[src/rtl/mhf_pkg.sv]
package mhf_pkg;

    typedef enum logic [1:0] {
        ST_IDLE    = 2'd0,
        ST_COLLECT = 2'd1,
        ST_DECIDE  = 2'd2,
        ST_DONE    = 2'd3
    } mhf_state_e;

endpackage

[src/rtl/mhf_hash_acc.sv]
module mhf_hash_acc
    import mhf_pkg::*;
#(
    parameter int BYTE_W = 8,
    parameter int HASH_W = 6
) (
    input  logic              clk,
    input  logic              rst_n,
    input  logic              sof_i,
    input  logic              byte_vld_i,
    input  logic [BYTE_W-1:0] byte_i,
    output logic              decide_o,
    output logic [HASH_W-1:0] hash_o,
    output logic              mcast_o
);

    localparam int IDX_W = (HASH_W > 1) ? $clog2(HASH_W) : 1;
    localparam int LAST  = HASH_W - 1;

    mhf_state_e        state_q, state_d;
    logic [IDX_W-1:0]  idx_q;
    logic [IDX_W-1:0]  cur_idx;
    logic [HASH_W-1:0] hash_q;
    logic              mc_q;
    logic              take;
    logic              last_byte;

    // A byte counts only inside an address or alongside start-of-frame.
    assign take      = byte_vld_i && (sof_i || state_q == ST_COLLECT);
    assign cur_idx   = sof_i ? '0 : idx_q;
    assign last_byte = take && (cur_idx == IDX_W'(LAST));

    // Next-state logic.
    always_comb begin
        state_d = state_q;
        if (take) begin
            state_d = last_byte ? ST_DECIDE : ST_COLLECT;
        end else if (sof_i) begin
            state_d = ST_COLLECT;
        end else begin
            unique case (state_q)
                ST_IDLE:    state_d = ST_IDLE;
                ST_COLLECT: state_d = ST_COLLECT;
                ST_DECIDE:  state_d = ST_DONE;
                ST_DONE:    state_d = ST_DONE;
            endcase
        end
    end

    // State register.
    always_ff @(posedge clk) begin
        if (!rst_n) state_q <= ST_IDLE;
        else        state_q <= state_d;
    end

    // Byte index, hash bits and the multicast flag.
    always_ff @(posedge clk) begin
        if (!rst_n) begin
            idx_q  <= '0;
            hash_q <= '0;
            mc_q   <= 1'b0;
        end else if (take) begin
            hash_q[cur_idx] <= ^byte_i;
            if (cur_idx == '0) mc_q <= byte_i[0];
            if (!last_byte) idx_q <= cur_idx + 1'b1;
        end else if (sof_i) begin
            idx_q <= '0;
        end
    end

    // Outputs.
    always_comb begin
        decide_o = (state_q == ST_DECIDE);
        hash_o   = hash_q;
        mcast_o  = mc_q;
    end

    AST_IDX_BOUND: assert property (@(posedge clk) disable iff (!rst_n)
        idx_q <= IDX_W'(LAST));
    AST_LAST_TO_DECIDE: assert property (@(posedge clk) disable iff (!rst_n)
        last_byte |=> state_q == ST_DECIDE);
    AST_DECIDE_ONE_CYCLE: assert property (@(posedge clk) disable iff (!rst_n)
        state_q == ST_DECIDE |=> state_q != ST_DECIDE);
    AST_IGNORE_STRAY: assert property (@(posedge clk) disable iff (!rst_n)
        ((state_q == ST_IDLE || state_q == ST_DONE) && !sof_i)
        |=> ($stable(hash_q) && $stable(mc_q)));

endmodule

[src/rtl/mhf_table.sv]
module mhf_table #(
    parameter int HASH_W     = 6,
    parameter int REG_AW     = 8,
    parameter int REG_DW     = 32,
    parameter int TABLE_BASE = 64
) (
    input  logic              clk,
    input  logic              rst_n,
    input  logic              reg_wr_i,
    input  logic [REG_AW-1:0] reg_addr_i,
    input  logic [REG_DW-1:0] reg_wdata_i,
    output logic [REG_DW-1:0] reg_rdata_o,
    input  logic [HASH_W-1:0] lookup_i,
    output logic              lookup_hit_o
);

    localparam int                DEPTH = 1 << HASH_W;
    localparam logic [REG_AW:0]   LO    = (REG_AW+1)'(TABLE_BASE);
    localparam logic [REG_AW:0]   HI    = (REG_AW+1)'(TABLE_BASE + DEPTH);

    logic [DEPTH-1:0]  entry_q;
    logic [REG_AW-1:0] off;
    logic [HASH_W-1:0] slot;
    logic              in_range;
    logic              unused_bits;

    assign in_range    = ({1'b0, reg_addr_i} >= LO) && ({1'b0, reg_addr_i} < HI);
    assign off         = reg_addr_i - REG_AW'(TABLE_BASE);
    assign slot        = off[HASH_W-1:0];
    assign unused_bits = ^{reg_wdata_i[REG_DW-1:1], off};

    // One enable flop per hash code.
    for (genvar g = 0; g < DEPTH; g++) begin : g_entry
        logic bit_q;
        always_ff @(posedge clk) begin
            if (!rst_n)
                bit_q <= 1'b0;
            else if (reg_wr_i && in_range && slot == HASH_W'(g))
                bit_q <= reg_wdata_i[0];
        end
        assign entry_q[g] = bit_q;
    end

    assign reg_rdata_o  = in_range ? {{(REG_DW-1){1'b0}}, entry_q[slot]} : '0;
    assign lookup_hit_o = entry_q[lookup_i];

    AST_OUT_OF_RANGE_HOLD: assert property (@(posedge clk) disable iff (!rst_n)
        (reg_wr_i && !in_range) |=> $stable(entry_q));
    AST_IDLE_HOLD: assert property (@(posedge clk) disable iff (!rst_n)
        !reg_wr_i |=> $stable(entry_q));
    AST_WRITE_LANDS: assert property (@(posedge clk) disable iff (!rst_n)
        (reg_wr_i && in_range) |=> entry_q[$past(slot)] == $past(reg_wdata_i[0]));
    AST_RDATA_UPPER_ZERO: assert property (@(posedge clk) disable iff (!rst_n)
        reg_rdata_o[REG_DW-1:1] == '0);

endmodule

[src/rtl/mcast_hash_filter.sv]
module mcast_hash_filter #(
    parameter int BYTE_W     = 8,
    parameter int HASH_W     = 6,
    parameter int REG_AW     = 8,
    parameter int REG_DW     = 32,
    parameter int TABLE_BASE = 64
) (
    input  logic              clk,
    input  logic              rst_n,
    input  logic              sof_i,
    input  logic              byte_vld_i,
    input  logic [BYTE_W-1:0] byte_i,
    input  logic              reg_wr_i,
    input  logic [REG_AW-1:0] reg_addr_i,
    input  logic [REG_DW-1:0] reg_wdata_i,
    output logic [REG_DW-1:0] reg_rdata_o,
    output logic              decision_vld_o,
    output logic              accept_o,
    output logic              mcast_o,
    output logic [HASH_W-1:0] hash_code_o
);

    logic              decide;
    logic              mc;
    logic              hit;
    logic [HASH_W-1:0] hash;

    mhf_hash_acc #(.BYTE_W(BYTE_W), .HASH_W(HASH_W)) u_hash (
        .clk        (clk),
        .rst_n      (rst_n),
        .sof_i      (sof_i),
        .byte_vld_i (byte_vld_i),
        .byte_i     (byte_i),
        .decide_o   (decide),
        .hash_o     (hash),
        .mcast_o    (mc)
    );

    mhf_table #(
        .HASH_W(HASH_W), .REG_AW(REG_AW), .REG_DW(REG_DW), .TABLE_BASE(TABLE_BASE)
    ) u_table (
        .clk          (clk),
        .rst_n        (rst_n),
        .reg_wr_i     (reg_wr_i),
        .reg_addr_i   (reg_addr_i),
        .reg_wdata_i  (reg_wdata_i),
        .reg_rdata_o  (reg_rdata_o),
        .lookup_i     (hash),
        .lookup_hit_o (hit)
    );

    // The lookup reads the stored value, so a write landing at the end of
    // the decision cycle cannot alter that decision.
    assign decision_vld_o = decide;
    assign mcast_o        = decide && mc;
    assign accept_o       = decide && mc && hit;
    assign hash_code_o    = hash;

    AST_ACCEPT_IN_DECISION: assert property (@(posedge clk) disable iff (!rst_n)
        accept_o |-> decision_vld_o);
    AST_NONMC_REJECT: assert property (@(posedge clk) disable iff (!rst_n)
        (decision_vld_o && !mcast_o) |-> !accept_o);

endmodule

[config.mk]
export PLATFORM = sky130hd
export DESIGN_NAME = mcast_hash_filter
export DESIGN_NICKNAME = d
export VERILOG_FILES = /design/src/rtl/mhf_pkg.sv /design/src/rtl/mhf_hash_acc.sv /design/src/rtl/mhf_table.sv /design/src/rtl/mcast_hash_filter.sv
export SDC_FILE = /design/constraint.sdc
export NUM_CORES = 1
export LEC_CHECK = 0
export CAP_MARGIN = 20
export CORE_UTILIZATION = 50
export CTS_CLUSTER_DIAMETER = 40
export DETAILED_ROUTE_END_ITERATION = 16
export PLACE_DENSITY = 0.78
export REMOVE_ABC_BUFFERS = 1
export SETUP_SLACK_MARGIN = 0.02
export SLEW_MARGIN = 20
export SYNTH_ARGS = -nofsm -noshare
export SYNTH_HDL_FRONTEND = slang
export SYNTH_SLANG_ARGS = --single-unit
[constraint.sdc]
create_clock -name clk -period 2.4 [get_ports clk]
set_input_delay 0.48 -clock clk [delete_from_list [all_inputs] [get_ports clk]]
set_output_delay 0.48 -clock clk [all_outputs]
set_load 0.05 [all_outputs]
==> results of run 1 <==
[routing by layer]
layer / vias to the layer above / share of wire, % / GRT usage, %
met5: - / 0 / 0
met4: 0 / 2.7 / 11.0
met3: 36 / 9.5 / 5.60
met2: 230 / 47 / 45.4
met1: 2019 / 40 / 36.1
li1: 1984 / - / -
[cells in the mapped netlist (all sizes together) (2+ instances only)]
cell	number	area share [%]
mux2i	54	11
dfxtp	76	32
a2111oi	4	0.88
nand4	2	0.27
nand3b	2	0.32
clkbuf	25	2.0
nand2	42	3.3
buf	44	6.6
inv	5	0.40
nor2	117	9.3
a211oi	4	0.64
nor2b	14	1.9
mux4	27	14
a311oi	2	0.37
a22oi	4	0.64
o21ai	34	3.6
nor3	3	0.32
and3	4	0.53
nand2b	7	0.93
xnor2	6	1.1
a21oi	35	3.7
ha	3	0.80
nand3	17	1.8
[worst max-delay path by stage]
stage                                  startpoint             end  slack (ns)
global route        u_hash.hash_o[0]$_SDFFE_PN0P_        accept_o       -0.46
global placement                    reg_addr_i[0]  reg_rdata_o[0]       -0.78
finish              u_hash.hash_o[0]$_SDFFE_PN0P_        accept_o       -0.41
detailed placement                  reg_addr_i[0]  reg_rdata_o[0]       -0.86
floorplan           u_hash.hash_o[0]$_SDFFE_PN0P_        accept_o       -1.20
CTS                 u_hash.hash_o[0]$_SDFFE_PN0P_        accept_o       -0.43
[power breakdown]
group	total, W	switching [W]	internal, W
Sequential	0.00128	0.00000780	0.00127
Clock	0.000969	0.000492	0.000476
Combinational	0.000539	0.000329	0.000209
Total	0.00278	0.000829	0.00195
[tightest hold or removal path: stages (launching register included)]
cell     delay (ns)
dfxtp_1        0.33
o21ai_0        0.07
a21oi_1        0.06
[metrics by stage]
| stage | area, sq um | TNS (ns) | hold WS [ns] |
|---|---|---|---|
| 4_1_cts | 5630 | -0.845 | 0.505 |
| 2_1_floorplan | 4420 | -1.86 | 0.456 |
| 5_1_grt | 5720 | -0.746 | 0.527 |
| 3_3_place_gp | 5360 | -0.890 | 0.477 |
| 3_5_place_dp | 5360 | -1.20 | 0.492 |
| 6_report | 5720 | -0.601 | 0.508 |
[layout make-up]
type,instances,area [sq um]
fill,760,3480
timing repair buffer,90,887
sequential,76,1530
clock inverter,4,51.3
tap,111,139
inverter,5,18.8
multi-input combinational,429,2970
clock buffer,11,131
[what timing repair did]
item | in CTS | in global routing
cloned | 0 | 0
buffers inserted | 5 | 2
hold buffers | 0 | 0
gates resized for setup | 29 | 22
pin swaps | 7 | 7
setup endpoints to repair | 2 | 3
[sequential cells by signal (all words and copies together), names as in the netlist]
| name | flops |
|---|---|
| u_hash.hash_o | 6 |
| u_hash.idx_q | 3 |
| u_hash.mcast_o | 1 |
| u_hash.state_q | 2 |
| u_table.g_entry.bit_q | 64 |
[cell families after synthesis]
family,count (synthesis),synth area share (%)
muxes,82,25.4
other,1,0.0796
DFF,76,32.3
AOI/OAI and AO/OA,88,10.7
xor gates and xnor gates,7,1.30
adders and majority gates,3,0.797
buffers and inverters,74,8.98
and+or+nand+nor,218,20.4
==> qor_table.md, run 1 <==
| Group | Item | Value |
|:---|:---|:---|
| floorplanning | Floorplan die height | 99.0 um |
| setup path | Slowest cell on the critical path | mux4_2 |
| clock tree | Number of clock sinks | 76 |
| global route | Global router's overall resource usage | 27.8% |
| drt | Total via count in the routed design | 4269 |
| setup path | Peak fanout along the critical path | 6 |
| clock tree | Reg clk slew, reported paths | 0.08 ns |
| placement | I/O Buffers | 31 |
| floorplanning | Initial Util | 51.2% |
| logic synthesis | Flip-flop and latch count after synthesis | 76 |
| setup path | Critical path startpoint category | flip-flop |
| drt | Post-DRT Antenna Nets | 0 |
| sta | Worst-case setup margin in the final layout | -0.413 ns |
| logic synthesis | Gate count of the mapped netlist | 549 |
| setup path | Required time of the critical path | 1.92 ns |
| logic synthesis | Netlist area before placement | 4710 sq um |
| drt | Post-detailed-route wirelength per cell | 17.9 um |
| setup path | Family of cells with the greatest summed delay on the critical path | multiplexers |
| clock tree | Buffer depth of the longest clock path | 2 |
| power | Post-layout power | 0.00278 W |
| sta | Setup violators final | 2 |
| worst hold path | Launch instance of the worst min-delay path | u_table.g_entry[60].bit_q$_SDFFE_PN0P_ |
| power | Leakage component of the power | 2.06 nW |
| worst hold path | Min-Delay Endpoint | u_table.g_entry[60].bit_q$_SDFFE_PN0P_ |
| placement | Worst slack at placement | -0.860 ns |
| sta | Time the final worst path needs with I/O delays and setup | 2.81 ns |
| logic synthesis | Post-synth top flop | dfxtp_1 |
| setup path | Crit path arrival time | 2.33 ns |
| setup path | Type of the worst setup path | flip-flop to output port |
| global route | Maximum number of pins on one net before global-route repair | 41 |
| setup path | Worst Setup End Kind | output port |
| drt | Vias per cell | 5.88 |
| logic synthesis | Async SR Flop Fraction | 0% |
| sta | Pin slew with the least headroom to its limit | 0.502 ns |
| logic synthesis | Yosys warns | 0 |
| sta | Final Max Tran Viols | 0 |
| setup path | Setup slack of the worst register-to-register path | 0.93 ns |
| global route | Global-route wire length before repair | 21.0 mm |
| status | Run status | finished, violations left |
| cells and area | Inserted Diodes | 0 |
| power | Max IR drop VDD | 0.344 mV |
| drt | Drc violations | 0 |
| setup path | Reg-to-reg startpoint | u_hash.idx_q[0]$_SDFFE_PN0P_ |
| setup path | Reg2reg path depth | 6 |
| drt | First-pass detailed-route iteration total | 5 |
| global route | GRT overflow | 0 |
| setup path | Worst path depth | 7 |
| cells and area | Leading cell type in the layout, fill and taps excluded | nor2_1 |
| clock tree | Clock insertion delay at the later pin of the skew report | 0.35 ns |
| flow run | Number of max-capacitance violations reported | 0 |
| worst hold path | Hold/Removal Path Class | flip-flop to flip-flop |
| logic synthesis | Number of flops mapped to enable cells by yosys | 0 |
| logic synthesis | Sequential fraction of the synthesis area | 32.3% |
| clock tree | Clock tree from TritonCTS | yes |
| cells and area | Net count reported at finish | 667 |
| placement | RePlAce Congestion | 0.940 |
| clock tree | Root cell of the clock tree | clkbuf_8 |
| sta | Worst slew margin | 66.5% |
| setup path | Buf/Inv on CP | 3 |
| sta | Clock Skews | 0.00288 ns |
| cells and area | Most used cells in the layout excluding fill and tap cells | nor2_1 (117), dfxtp_1 (73), mux2i_1 (53) |
| floorplanning | Number of rows created at floorplan | 35 |
| cells and area | Area Overhead vs Synth | 21.5% |
| placement | Placed insts | 706 |
| global route | Via count of the first global-routing pass | 4114 |
| global route | Number of antenna violations at the first check in global routing | 0 |
| drt | Detailed Route Iter0 Violations | 400 |
| floorplanning | Boundary pin count | 94 |
| clock tree | Maximum level of the CTS H-tree | 3 |
| floorplanning | Total core area | 9200 sq um |
| cells and area | Fraction of final layout cells sized beyond drive strength 1 | 20.3% |
| power | Power per standard cell area | 487 nW/um^2 |
| clock tree | Clock buffers created by TritonCTS | 9 |
| cells and area | Non-filler instance count after layout | 726 |
| logic synthesis | Number of distinct library cell variants in the gate-level netlist after synthesis | 46 |
| floorplanning | Width of the die | 99.0 um |
| setup path | Largest stage delay, worst path | 0.50 ns |
| logic synthesis | Mean instance size in the synthesized netlist | 8.58 sq um |
| sta | Final critical-path share of the clock period | 117% |
| status | Violations in the final reports | negative setup slack |
| placement | DP HPWL | 9.25 mm |
| drt | Total wire length | 13.0 mm |
| worst hold path | Instance count along the most critical hold path | 2 |
| sta | Final hold vios | 0 |
| sta | Highest Clock Rate | 356 MHz |
| setup path | End of the worst register-to-register path | u_hash.idx_q[1]$_SDFFE_PN0P_ |
| sta | Unrepaired setup endpoints after global routing | yes |
| floorplanning | Floorplan die area | 9810 sq um |
| cells and area | Finished Core Util | 62.2% |
| setup path | Cell breakdown of the critical path | buf_12 > buf_12 > mux4_2 > mux4_2 > nand4_1 > o21ai_2 > buf_6 |
Note: power is estimated with default switching activity, not from simulation.
==> run 2, diff against run 1 <==
--- a/config.mk
+++ b/config.mk
@@ -9,7 +9,7 @@
 export CORE_UTILIZATION = 50
 export CTS_CLUSTER_DIAMETER = 40
 export DETAILED_ROUTE_END_ITERATION = 16
-export PLACE_DENSITY = 0.78
+export PLACE_DENSITY_LB_ADDON = 0.08
 export REMOVE_ABC_BUFFERS = 1
 export SETUP_SLACK_MARGIN = 0.02
 export SLEW_MARGIN = 20
==> run 2 against run 1 <==
  * The flow still finishes with violations (negative setup slack)
  * Critical path depth shrank 1
  * Fmax grew 1.4%
  * Sequential power is essentially flat
  * Die area is the same
==> qor_table.md, run 2 (synthesis gave the netlist of run 1 again) <==
| Group | Item | Value |
|:---|:---|:---|
| drt | Vias per cell | 5.72 |
| floorplanning | Boundary pin count | 94 |
| setup path | Most common cell type on the critical path | mux4_2 |
| cells and area | Largest register by flop count | u_table.g_entry.bit_q |
| power | Net switching power | 0.000868 W |
| setup path | Critical path startpoint category | flip-flop |
| cells and area | Final std cell area, no fill | 5760 sq um |
| global route | Maximum number of pins on one net before global-route repair | 38 |
| setup path | Cell breakdown of the critical path | buf_12 > mux4_2 > mux4_2 > nand4_1 > o21ai_1 > buf_6 |
| power | Clock Power Share | 34.2% |
| sta | Highest Clock Rate | 361 MHz |
| status | Run status | finished, violations left |
| sta | Worst-case setup margin in the final layout | -0.373 ns |
| floorplanning | Floorplan die area | 9810 sq um |
| drt | Total via count in the routed design | 4215 |
| setup path | Buf/Inv on CP | 2 |
| floorplanning | Initial Util | 51.2% |
| global route | Number of antenna violations at the first check in global routing | 0 |
| sta | Unrepaired setup endpoints after global routing | yes |
| floorplanning | Number of rows created at floorplan | 35 |
| sta | Clock Skews | 0.000969 ns |
| cells and area | Area Overhead vs Synth | 22.3% |
| clock tree | Root cell of the clock tree | clkbuf_8 |
| sta | Time the final worst path needs with I/O delays and setup | 2.77 ns |
| cells and area | Inserted Diodes | 0 |
| clock tree | Maximum level of the CTS H-tree | 3 |
| drt | First-pass detailed-route iteration total | 5 |
| clock tree | Reg clk slew, reported paths | 0.09 ns |
| setup path | Reg-to-reg startpoint | u_hash.idx_q[0]$_SDFFE_PN0P_ |
| power | Max IR drop VDD | 0.291 mV |
| cells and area | Most used cells in the layout excluding fill and tap cells | nor2_1 (116), dfxtp_1 (72), buf_4 (58) |
| setup path | Required time of the critical path | 1.92 ns |
| setup path | End of the worst register-to-register path | u_hash.idx_q[1]$_SDFFE_PN0P_ |
| sta | Final hold vios | 0 |
| cells and area | Register cell area after layout | 1530 sq um |
| global route | Global router's overall resource usage | 27.8% |
| floorplanning | Total core area | 9200 sq um |
| setup path | Slowest cell on the critical path | mux4_2 |
| floorplanning | Floorplan die height | 99.0 um |
| sta | Final critical-path share of the clock period | 116% |
| cells and area | Fraction of final layout cells sized beyond drive strength 1 | 21.2% |
| drt | Post-detailed-route wirelength per cell | 17.5 um |
| setup path | Setup slack of the worst register-to-register path | 0.96 ns |
| drt | Detailed Route Iter0 Violations | 208 |
| sta | Total Neg Setup Slack | -0.584 ns |
| power | Logic gate share of total power | 19.0% |
| worst hold path | Launch instance of the worst min-delay path | u_table.g_entry[23].bit_q$_SDFFE_PN0P_ |
| clock tree | Number of clock sinks | 76 |
| setup path | Worst Setup End Kind | output port |
| sta | Worst slew margin | 64.2% |
| setup path | Type of the worst setup path | flip-flop to output port |
| placement | I/O Buffers | 31 |
| power | Power per standard cell area | 475 nW/um^2 |
| worst hold path | Hold/Removal Path Class | flip-flop to flip-flop |
| worst hold path | Min-Delay Endpoint | u_table.g_entry[23].bit_q$_SDFFE_PN0P_ |
| drt | Drc violations | 0 |
| power | Internal power contribution | 0.00187 W |
| cells and area | Net count reported at finish | 677 |
| placement | Post-place instance area | 5450 sq um |
| clock tree | Clock buffers created by TritonCTS | 9 |
| sta | Pin slew with the least headroom to its limit | 0.537 ns |
| status | Violations in the final reports | negative setup slack |
| setup path | Peak fanout along the critical path | 7 |
| sta | Final Max Tran Viols | 0 |
| setup path | Largest stage delay, worst path | 0.52 ns |
| setup path | Crit path arrival time | 2.29 ns |
| cells and area | Area taken by multi-input logic gates | 2930 sq um |
| clock tree | Hold bufs inserted after CTS | 0 |
| flow run | Number of max-capacitance violations reported | 0 |
| drt | Post-DRT Antenna Nets | 0 |
| placement | DP HPWL | 9.35 mm |
| cells and area | Filler cell count in the final layout | 809 |
| power | Part of the total power dissipated in sequential elements | 46.8% |
| floorplanning | Width of the die | 99.0 um |
| clock tree | Buffer depth of the longest clock path | 2 |
| clock tree | Clock insertion delay at the later pin of the skew report | 0.36 ns |
| setup path | Family of cells with the greatest summed delay on the critical path | multiplexers |
| clock tree | Clock tree from TritonCTS | yes |
| global route | GRT overflow | 0 |
| drt | Total wire length | 12.9 mm |
| power | Net Sw Frac | 31.7% |
| setup path | Reg2reg path depth | 6 |
| global route | Via count of the first global-routing pass | 3985 |
| placement | RePlAce Congestion | 0.936 |
| worst hold path | Instance count along the most critical hold path | 2 |
| sta | Setup violators final | 2 |
| cells and area | Max reg flops | 64 |
| global route | Global-route wire length before repair | 21.0 mm |
| cells and area | Leading cell type in the layout, fill and taps excluded | nor2_1 |
| power | Leakage component of the power | 2.12 nW |
## run 2: metrics by stage
step / hold slack (ns) / total power (W) / std cells / utilization (%) / worst slack, ns
3_5_place_dp: 0.490 / 0.00179 / 719 / 59.3 / -0.846
5_1_grt: 0.529 / 0.00283 / 737 / 62.6 / -0.528
2_1_floorplan: 0.456 / 0.00157 / 510 / - / -1.20
4_1_cts: 0.502 / 0.00274 / 738 / 62.3 / -0.393
6_report: 0.506 / 0.00273 / 737 / 62.6 / -0.373
3_3_place_gp: 0.469 / 0.00179 / 719 / 59.3 / -0.870
## run 2: what timing repair did
action	4_1_cts	5_1_grt
setup buffers	3	0
hold endpoints to repair	0	0
endpoints found under the setup margin	2	3
pin swaps	5	4
gates resized for setup	35	12
cloned	1	0
## run 2: worst min-delay path, cell delays in order, from the launching register on
cell	delay [ns]
dfxtp_2	0.33
o21ai_0	0.07
a21oi_1	0.07
## run 2: cell type report
type | instances | share of cell area [%]
clock buffers | 9 | 2.15
inverters | 5 | 0.326
repair buffers | 100 | 16.6
well taps | 111 | 2.41
multi-input cells | 429 | 50.9
flip-flops and latches | 76 | 26.6
clock inverters | 7 | 1.02
## run 2: worst max path at each step
stage	startpoint	to	cells past startpoint
floorplan	u_hash.hash_o[0]$_SDFFE_PN0P_	accept_o	5
global placement	reg_addr_i[0]	reg_rdata_o[0]	9
detailed placement	reg_addr_i[0]	reg_rdata_o[0]	9
CTS	u_hash.hash_o[0]$_SDFFE_PN0P_	accept_o	7
global route	u_hash.hash_o[0]$_SDFFE_PN0P_	accept_o	7
finish	u_hash.hash_o[0]$_SDFFE_PN0P_	accept_o	6
## run 2: power by group through the flow
stage | combinational, W | clock [W] | sequential [W]
after floorplan | 0.000241 | 0 | 0.00133
after global placement | 0.000481 | 0 | 0.00130
after detailed placement | 0.000484 | 0 | 0.00131
after CTS | 0.000512 | 0.000950 | 0.00128
after global routing | 0.000552 | 0.000998 | 0.00128
final | 0.000519 | 0.000935 | 0.00128
## run 2: metal layers
metal | part of all wire, % | GRT usage [%]
met1 | 45 | 38.4
met3 | 5.7 | 3.33
met2 | 46 | 44.1
met4 | 2.8 | 12.1
met5 | 0 | 0
